**src/rtl/hs_pkg.sv**
```systemverilog
package hs_pkg;
  typedef enum logic {
    RULE_WINDOW = 1'b0,
    RULE_PULSE  = 1'b1
  } rule_e;
endpackage

```
**src/rtl/hs_age_track.sv**
```systemverilog
// Pending-check age pipeline. Bit j of age_q marks a check opened j+1 edges ago.
module hs_age_track
  import hs_pkg::*;
#(
  parameter int WIN_MIN   = 1,
  parameter int WIN_MAX   = 3,
  parameter int PULSE_LAG = 2,
  parameter int DEPTH     = 3
) (
  input  logic             clk,
  input  logic             rst,
  input  logic             en,
  input  rule_e            rule,
  input  logic             req,
  input  logic             ack,
  output logic [DEPTH-1:0] pass_hit,
  output logic [DEPTH-1:0] fail_hit
);
  logic [DEPTH-1:0] age_q;
  logic [DEPTH-2:0] keep;
  logic             ack_prev_q;
  logic             ack_rise;
  logic             win_rule;

  assign ack_rise = ack && !ack_prev_q;
  assign win_rule = (rule == RULE_WINDOW);

  for (genvar j = 0; j < DEPTH; j++) begin : g_slot
    localparam int  AGE      = j + 1;
    localparam bit  IN_WIN   = (AGE >= WIN_MIN) && (AGE <= WIN_MAX);
    localparam bit  WIN_LAST = (AGE == WIN_MAX);
    localparam bit  P_EARLY  = (AGE < PULSE_LAG);
    localparam bit  P_RISE   = (AGE == PULSE_LAG);
    localparam bit  P_HOLD   = (AGE == PULSE_LAG + 1);
    logic live;
    assign live = en && age_q[j];
    assign pass_hit[j] = live && (win_rule ? (IN_WIN && ack) : (P_HOLD && !ack));
    assign fail_hit[j] = live && (win_rule ? (WIN_LAST && !ack)
                                           : ((P_RISE && !ack_rise) || (P_HOLD && ack)));
    if (j < DEPTH - 1) begin : g_fwd
      assign keep[j] = live && !pass_hit[j] && !fail_hit[j] &&
                       (win_rule ? (AGE < WIN_MAX) : (P_EARLY || P_RISE));
    end
  end

  always_ff @(posedge clk) begin
    if (rst) begin
      age_q      <= '0;
      ack_prev_q <= 1'b0;
    end else begin
      ack_prev_q <= ack;
      if (!en) age_q <= '0;
      else     age_q <= {keep, req};
    end
  end
endmodule

```
**src/rtl/hs_sat_count.sv**
```systemverilog
// Adds the number of set bits in hits to a saturating total; flags any hit.
module hs_sat_count #(
  parameter int N = 3,
  parameter int W = 8
) (
  input  logic         clk,
  input  logic         rst,
  input  logic [N-1:0] hits,
  output logic [W-1:0] count,
  output logic         any_q
);
  localparam int SW = W + $clog2(N + 1);
  localparam logic [W-1:0] TOP = '1;
  logic [SW-1:0] sum;

  always_comb sum = SW'(count) + SW'($countones(hits));

  always_ff @(posedge clk) begin
    if (rst) begin
      count <= '0;
      any_q <= 1'b0;
    end else begin
      count <= (sum > {{(SW-W){1'b0}}, TOP}) ? TOP : sum[W-1:0];
      any_q <= |hits;
    end
  end
endmodule

```
**src/rtl/hs_timing_mon.sv**
```systemverilog
module hs_timing_mon
  import hs_pkg::*;
#(
  parameter int WIN_MIN   = 1,
  parameter int WIN_MAX   = 3,
  parameter int PULSE_LAG = 2,
  parameter int CNT_W     = 8
) (
  input  logic             clk,
  input  logic             rst,
  input  logic             en,
  input  logic             rule_sel,
  input  logic             req,
  input  logic             ack,
  output logic             pass_pulse,
  output logic             fail_pulse,
  output logic [CNT_W-1:0] pass_count,
  output logic [CNT_W-1:0] fail_count
);
  localparam int DEPTH = (WIN_MAX > PULSE_LAG + 1) ? WIN_MAX : PULSE_LAG + 1;

  logic [DEPTH-1:0] pass_hit;
  logic [DEPTH-1:0] fail_hit;
  rule_e            rule;

  assign rule = rule_e'(rule_sel);

  hs_age_track #(
    .WIN_MIN(WIN_MIN), .WIN_MAX(WIN_MAX), .PULSE_LAG(PULSE_LAG), .DEPTH(DEPTH)
  ) u_track (
    .clk(clk), .rst(rst), .en(en), .rule(rule), .req(req), .ack(ack),
    .pass_hit(pass_hit), .fail_hit(fail_hit)
  );

  hs_sat_count #(.N(DEPTH), .W(CNT_W)) u_pass_cnt (
    .clk(clk), .rst(rst), .hits(pass_hit), .count(pass_count), .any_q(pass_pulse)
  );

  hs_sat_count #(.N(DEPTH), .W(CNT_W)) u_fail_cnt (
    .clk(clk), .rst(rst), .hits(fail_hit), .count(fail_count), .any_q(fail_pulse)
  );
endmodule

```
**config.mk**
```make
export PLATFORM = sky130hd
export DESIGN_NAME = hs_timing_mon
export DESIGN_NICKNAME = d
export VERILOG_FILES = /design/src/rtl/hs_pkg.sv /design/src/rtl/hs_age_track.sv /design/src/rtl/hs_sat_count.sv /design/src/rtl/hs_timing_mon.sv
export SDC_FILE = /design/constraint.sdc
export NUM_CORES = 1
export LEC_CHECK = 0
export ABC_AREA = 1
export BUFFER_PORTS_ARGS = -buffer_cell sky130_fd_sc_hd__buf_2
export CAP_MARGIN = 20
export CORE_UTILIZATION = 35
export DETAILED_ROUTE_END_ITERATION = 16
export SETUP_SLACK_MARGIN = 0.05
export SLEW_MARGIN = 30
export SYNTH_ARGS = -nofsm -noshare
export SYNTH_HDL_FRONTEND = slang
export SYNTH_SLANG_ARGS = --single-unit
```
**constraint.sdc**
```tcl
create_clock -name clk -period 3 [get_ports clk]
set_clock_uncertainty 0.2 [all_clocks]
set_input_delay 0.45 -clock clk [delete_from_list [all_inputs] [get_ports clk]]
set_output_delay 0.45 -clock clk [all_outputs]
set_load 0.005 [all_outputs]
```
---- After elaboration in Yosys (flattened, before gate mapping) ----
Cells that the tools add are included.
operators by class
  bitwise operators ....................... 1
  add/sub/neg operators ................... 5
  $lt $le $gt $ge ......................... 2
  muxes and demuxes ....................... 6
  reduce and logical (&&, ||, !) cells .... 21
operators by type and width
  operator                                                        count
  adder 8 x 10 -> 10 bit                                          2
  greater-than comparator 10 x 8 -> 1 bit, second input constant  2
  two-way mux 8 bit                                               2
  logical AND 1 bit                                               12
  adder 10 x 1 -> 10 bit                                          1
  zero test 1 bit                                                 6
  adder 1 x 1 -> 2 bit                                            2
  two-way mux 1 bit                                               4
  OR reduction 2 bit                                              2
  OR reduction 3 bit                                              1
  inverter 1 bit                                                  1
storage, ports and cells
  output and inout port bits .............. 18
  bits in registers ....................... 22

---- Logic depth before layout (Yosys ltp) ----
  depth after elaboration ................. 9
  mapped depth ............................ 16
  gate-level depth less buffers ........... 16

---- Hierarchy ----
A second synthesis with hierarchy kept.
unflattened totals
  cell total of the unflattened synthesis .. 172
  area total of the unflattened synthesis .. 1239.9 µm²
modules (own cells, without submodules)
  module                      area each (µm²)  cells each  times used
  hs_sat_count at u_pass_cnt  525.5            71          1
  hs_sat_count at u_fail_cnt  518.0            71          1
  hs_age_track                196.4            30          1

---- Worst setup path before layout ----
Ideal clock, no wire load.
  path kind ............................... input -> register
  start ................................... input rule_sel
  end ..................................... register u_pass_cnt.count[5]
  required time ........................... 2691 ps
  cell stages on the path ................. 16
  arrival time ............................ 2411 ps
  path slack .............................. 279 ps
  path buffers ............................ 0
  setup time .............................. 109 ps
  cells stage by stage .................... inv_1 -> ha_1 -> inv_1 -> nor3_1 -> inv_1 -> ha_1 -> fa_1 -> inv_1 -> fa_1 -> inv_1 -> nand2_1 -> inv_2 -> nand3_2 -> nand3_1 -> nand2_1 -> inv_1
between the ends
  word-level cells in the longest chain between the ends .. 7
RTL lines
  what                                              RTL line             RTL
  start: declaration                                hs_timing_mon.sv:12  input logic rule_sel,
  two-way mux 1 bit                                 hs_age_track.sv:37   assign pass_hit[j] = live && (win_rule ? (IN_WIN && ack) : (P_HOLD && !ack));
  logical AND 1 bit                                 hs_age_track.sv:37
  adder 1 x 1 -> 2 bit (implied by the code)        hs_sat_count.sv:16   always_comb sum = SW'(count) + SW'($countones(hits));
  adder 10 x 1 -> 10 bit (implied by the code) (*)  hs_sat_count.sv:16
  adder 8 x 10 -> 10 bit (*)                        hs_sat_count.sv:16
  greater-than comparator 10 x 8 -> 1 bit           hs_sat_count.sv:23   count <= (sum > {{(SW-W){1'b0}}, TOP}) ? TOP : sum[W-1:0];
  two-way mux 8 bit (*)                             hs_sat_count.sv:23
  end signal: assignment                            hs_sat_count.sv:23
  end: declaration                                  hs_sat_count.sv:9    output logic [W-1:0] count,
Every way passes the cells marked *; elsewhere a longest branch is shown, timed or not.
A chain may end at the register's enable or synchronous reset.

---- Worst setup path after layout ----
Ends and elaborated chain as after synthesis.

==> impl_metrics.csv <==
group,metric,value,unit
synthesis,synth_xor_area_share,2.28,%
global_routing,grt_max_degree,17,
hold_path,min_path_type,"primary input to flop",
synthesis,yosys.area_share.simple,28.0,%
global_routing,antenna_found_initial,0,
route,num_vias,992,
floorplan,coreArea,3080,um^2
timing,tns,0,ns
synthesis,yosysSeqAreaShare,38.2,%
synthesis,synthAdderAreaFrac,11.7,%
clocking,root_buffer,"clkbuf_4",
placement,portBuffers,23,
route,via_per_inst,4.43,
timing,min_period_over_period,88.3,%
route,drc,0,
worst_setup_path,crit_path_start,"rule_sel",
synthesis,avgSynthCellArea,7.44,um^2
route,antenna_left,0,
global_routing,track_usage,15.1,%
timing,rsz0062_at_grt,"false",
route,drt-initial-drc-count,60,
timing,fin_ws,0.351,ns
worst_setup_path,cp-end-kind,"flop",
run,maxCapViolCount,0,
global_routing,grt_pass1_vias,998,
cells_and_area,design_area,1360,um^2
global_routing,grt_pass1_wl,4.11,mm
clocking,worstSkewPairLatency,0.30,ns
synthesis,yosys_warnings,0,
floorplan,start_util,37.5,%
synthesis,synth.distinct_cells,23,
timing,setup_violations,0,
timing,fmax,378,MHz
placement,detailed_place.area,1320,um^2
synthesis,synthesis.nets,170,
worst_setup_path,crit_slowest_cell,"fa_1",
synthesis,syn_inst,155,
cells_and_area,layoutNonFillerInstCount,224,
synthesis,synth_mux_area_share,0,%
floorplan,dieHeight,59.4,um
worst_setup_path,worstPathArrival,2.66,ns
floorplan,io-pin-count,24,
synthesis,synth-compound-area-share,7.70,%
worst_setup_path,r2r-start,"u_track.age_q[0]$_SDFF_PP0_",
placement,hpwl,1.67,mm
cells_and_area,register_area,440,um^2
floorplan,die_area,3530,um^2
placement,numPlacedInstances,220,
cells_and_area,nNetsFinal,196,
placement,dp_slack,-0.0309,ns
worst_setup_path,crit_required,3.01,ns
timing,slew_headroom,79.8,%
floorplan,core.rowCount,20,
timing,min_period,2.65,ns
placement,place.gp.congestion,0.846,
clocking,clk_pin_slew,0.12,ns
pwr,ir_drop,0.000122,V
worst_setup_path,crit_type,"primary input to flop",
outcome,outcome,"finished, final reports clean",
cells_and_area,diodes,0,
route,firstDrtPassIters,4,
clocking,cts_tree,"built",
worst_setup_path,path_cells,"buf_2, inv_1, ha_1, inv_1, nor3_2, inv_1, ha_1, fa_1, inv_1, fa_1, inv_1, nand2_1, inv_2, nand3_2, nand3_1, nand2_1, inv_1",
worst_setup_path,startpoint_type,"primary input",
worst_setup_path,worst_path_most_repeated_cell,"inv_1",
clocking,clk_path_buf_depth,2,
clocking,cts_sinks,22,
pwr,p_leak,0.686,nW
synthesis,synth_top_family_by_area,"simple AND/OR/NAND/NOR gates",
route,avgRoutedWirePerCell,9.57,um
timing,slew_viol_final,0,
clocking,h-tree-depth,1,
cells_and_area,fillers,330,
timing,worst_pin_slew,0.302,ns
route,drt-total-wl,2.14,mm
cells_and_area,drive_gt1_share,19.4,%
timing,hold_violations,0,
pwr,power-per-cell-area,351,nW/um^2
global_routing,gr-total-overflow,0,
hold_path,hold_path_startpoint,"req",
synthesis,ys_seq_elements,22,
worst_setup_path,cp_max_fo,6,
worst_setup_path,crit_family,"adder cells",
cells_and_area,syn_to_final_growth,17.6,%
cells_and_area,multiInputGateArea,578,um^2
timing,holdWs,0.147,ns
synthesis,synth_area,1150,um^2
clocking,cts_made_buffers,3,
floorplan,die_x,59.4,um
worst_setup_path,cp_slowest_stage_delay,0.44,ns
worst_setup_path,path_buf_inv,8,
## tightest hold or removal path, stage by stage
cell and delay, ns:
buf_2 0.09, nand2_1 0.05, nor2_1 0.03
## logic make-up (layout without fill, tap and decap cells)
logic type      after synthesis  in the layout
xor+xnor                      3              3
buf+inv                      37             62
simple gates                 67             67
flops                        22             22
compound gates               17             17
fa+ha+maj                     9              9
## per-stage QoR
step | utilization (%) | power (mW)
after floorplan | - | 0.312
after global placement | 42.7 | 0.319
after detailed placement | 42.7 | 0.319
after CTS | 43.9 | 0.487
after global routing | 44.1 | 0.500
final | 44.1 | 0.476
## final cells by class
cell class | count | share of cell area (%)
Clock buffer | 4 | 2.68
Sequential cell | 22 | 32.5
Multi-Input combinational cell | 96 | 42.6
Inverter | 35 | 9.69
Timing Repair Buffer | 23 | 8.49
Tap cell | 44 | 4.06
## cells in the final DEF, fill, tap and decap left out
cell type / count
ha_1: 6
nor3_1: 2
nor2_1: 11
nor4_1: 2
inv_1: 34
a31oi_1: 1
inv_2: 1
buf_2: 23
o21bai_1: 1
nor3_2: 1
dfxtp_1: 22
clkbuf_4: 3
nand3_4: 1
o21ai_0: 3
nand2_2: 1
a21oi_1: 12
nand2_1: 31
xnor2_1: 2
nand4_1: 1
nand3_1: 13
nand3_2: 2
clkbuf_8: 1
nor2_4: 2
xor2_1: 1
fa_1: 3
## layer usage
metal	global-route usage (%)	up-vias	part of all wire, %
li1	-	529	-
met1	19.6	446	49
met2	24.4	15	47
met3	2.84	2	3.6
met4	6.12	0	0.47
met5	0	-	0
## where the power goes
| group | switching (mW) | internal (mW) | leakage [nW] | total, mW |
|---|---|---|---|---|
| Combinational | 0.0120 | 0.00606 | 0.487 | 0.0180 |
| Clock | 0.0889 | 0.0740 | 0.0210 | 0.163 |
| Sequential | 0.000631 | 0.294 | 0.178 | 0.295 |
| Total | 0.102 | 0.374 | 0.686 | 0.476 |
## timing repair
item                                   4_1_cts  5_1_grt
setup buffers                                0        0
endpoints found under the hold margin        0        0
gates resized for setup                      0        1
hold buffers                                 0        0
setup endpoints to repair                    0        4
## synth_stat cells
| cell type | number | share of area [%] |
|---|---|---|
| buf_2 | 1 | 0.43 |
| a31oi_1 | 1 | 0.54 |
| clkbuf_1 | 1 | 0.33 |
| inv_1 | 34 | 11 |
| inv_2 | 1 | 0.33 |
| nand4_1 | 1 | 0.54 |
| nor3_1 | 3 | 1.3 |
| nor2_1 | 11 | 3.6 |
| nor2_4 | 2 | 2.0 |
| nor4_1 | 2 | 1.1 |
| nand3_2 | 2 | 1.7 |
| dfxtp_1 | 22 | 38 |
| nand2_2 | 1 | 0.54 |
| nand3_4 | 1 | 1.5 |
| nand2_1 | 31 | 10 |
| a21oi_1 | 12 | 5.2 |
| o21ai_0 | 3 | 1.3 |
| ha_1 | 6 | 6.5 |
| xor2_1 | 1 | 0.76 |
| fa_1 | 3 | 5.2 |
| nand3_1 | 13 | 5.6 |
| xnor2_1 | 2 | 1.5 |
| o21bai_1 | 1 | 0.65 |
## sequential cells by signal, indices dropped and copies added, names as in the netlist
name                count
u_pass_cnt.any_q        1
u_fail_cnt.count        8
u_track.ack_prev_q      1
u_track.age_q           3
u_pass_cnt.count        8
u_fail_cnt.any_q        1
## final timing paths
| kind | end | slack (ns) | cells past startpoint |
|---|---|---|---|
| worst max register to register | u_pass_cnt.count[5]$_SDFF_PP0_ | 0.49 | 14 |
| worst max-delay path | u_pass_cnt.count[5]$_SDFF_PP0_ | 0.35 | 17 |
| worst min-delay path | u_track.age_q[0]$_SDFF_PP0_ | 0.15 | 3 |
| worst min register to register | u_track.age_q[1]$_SDFF_PP0_ | 0.29 | 2 |
Power figures use the tool's default switching activity.
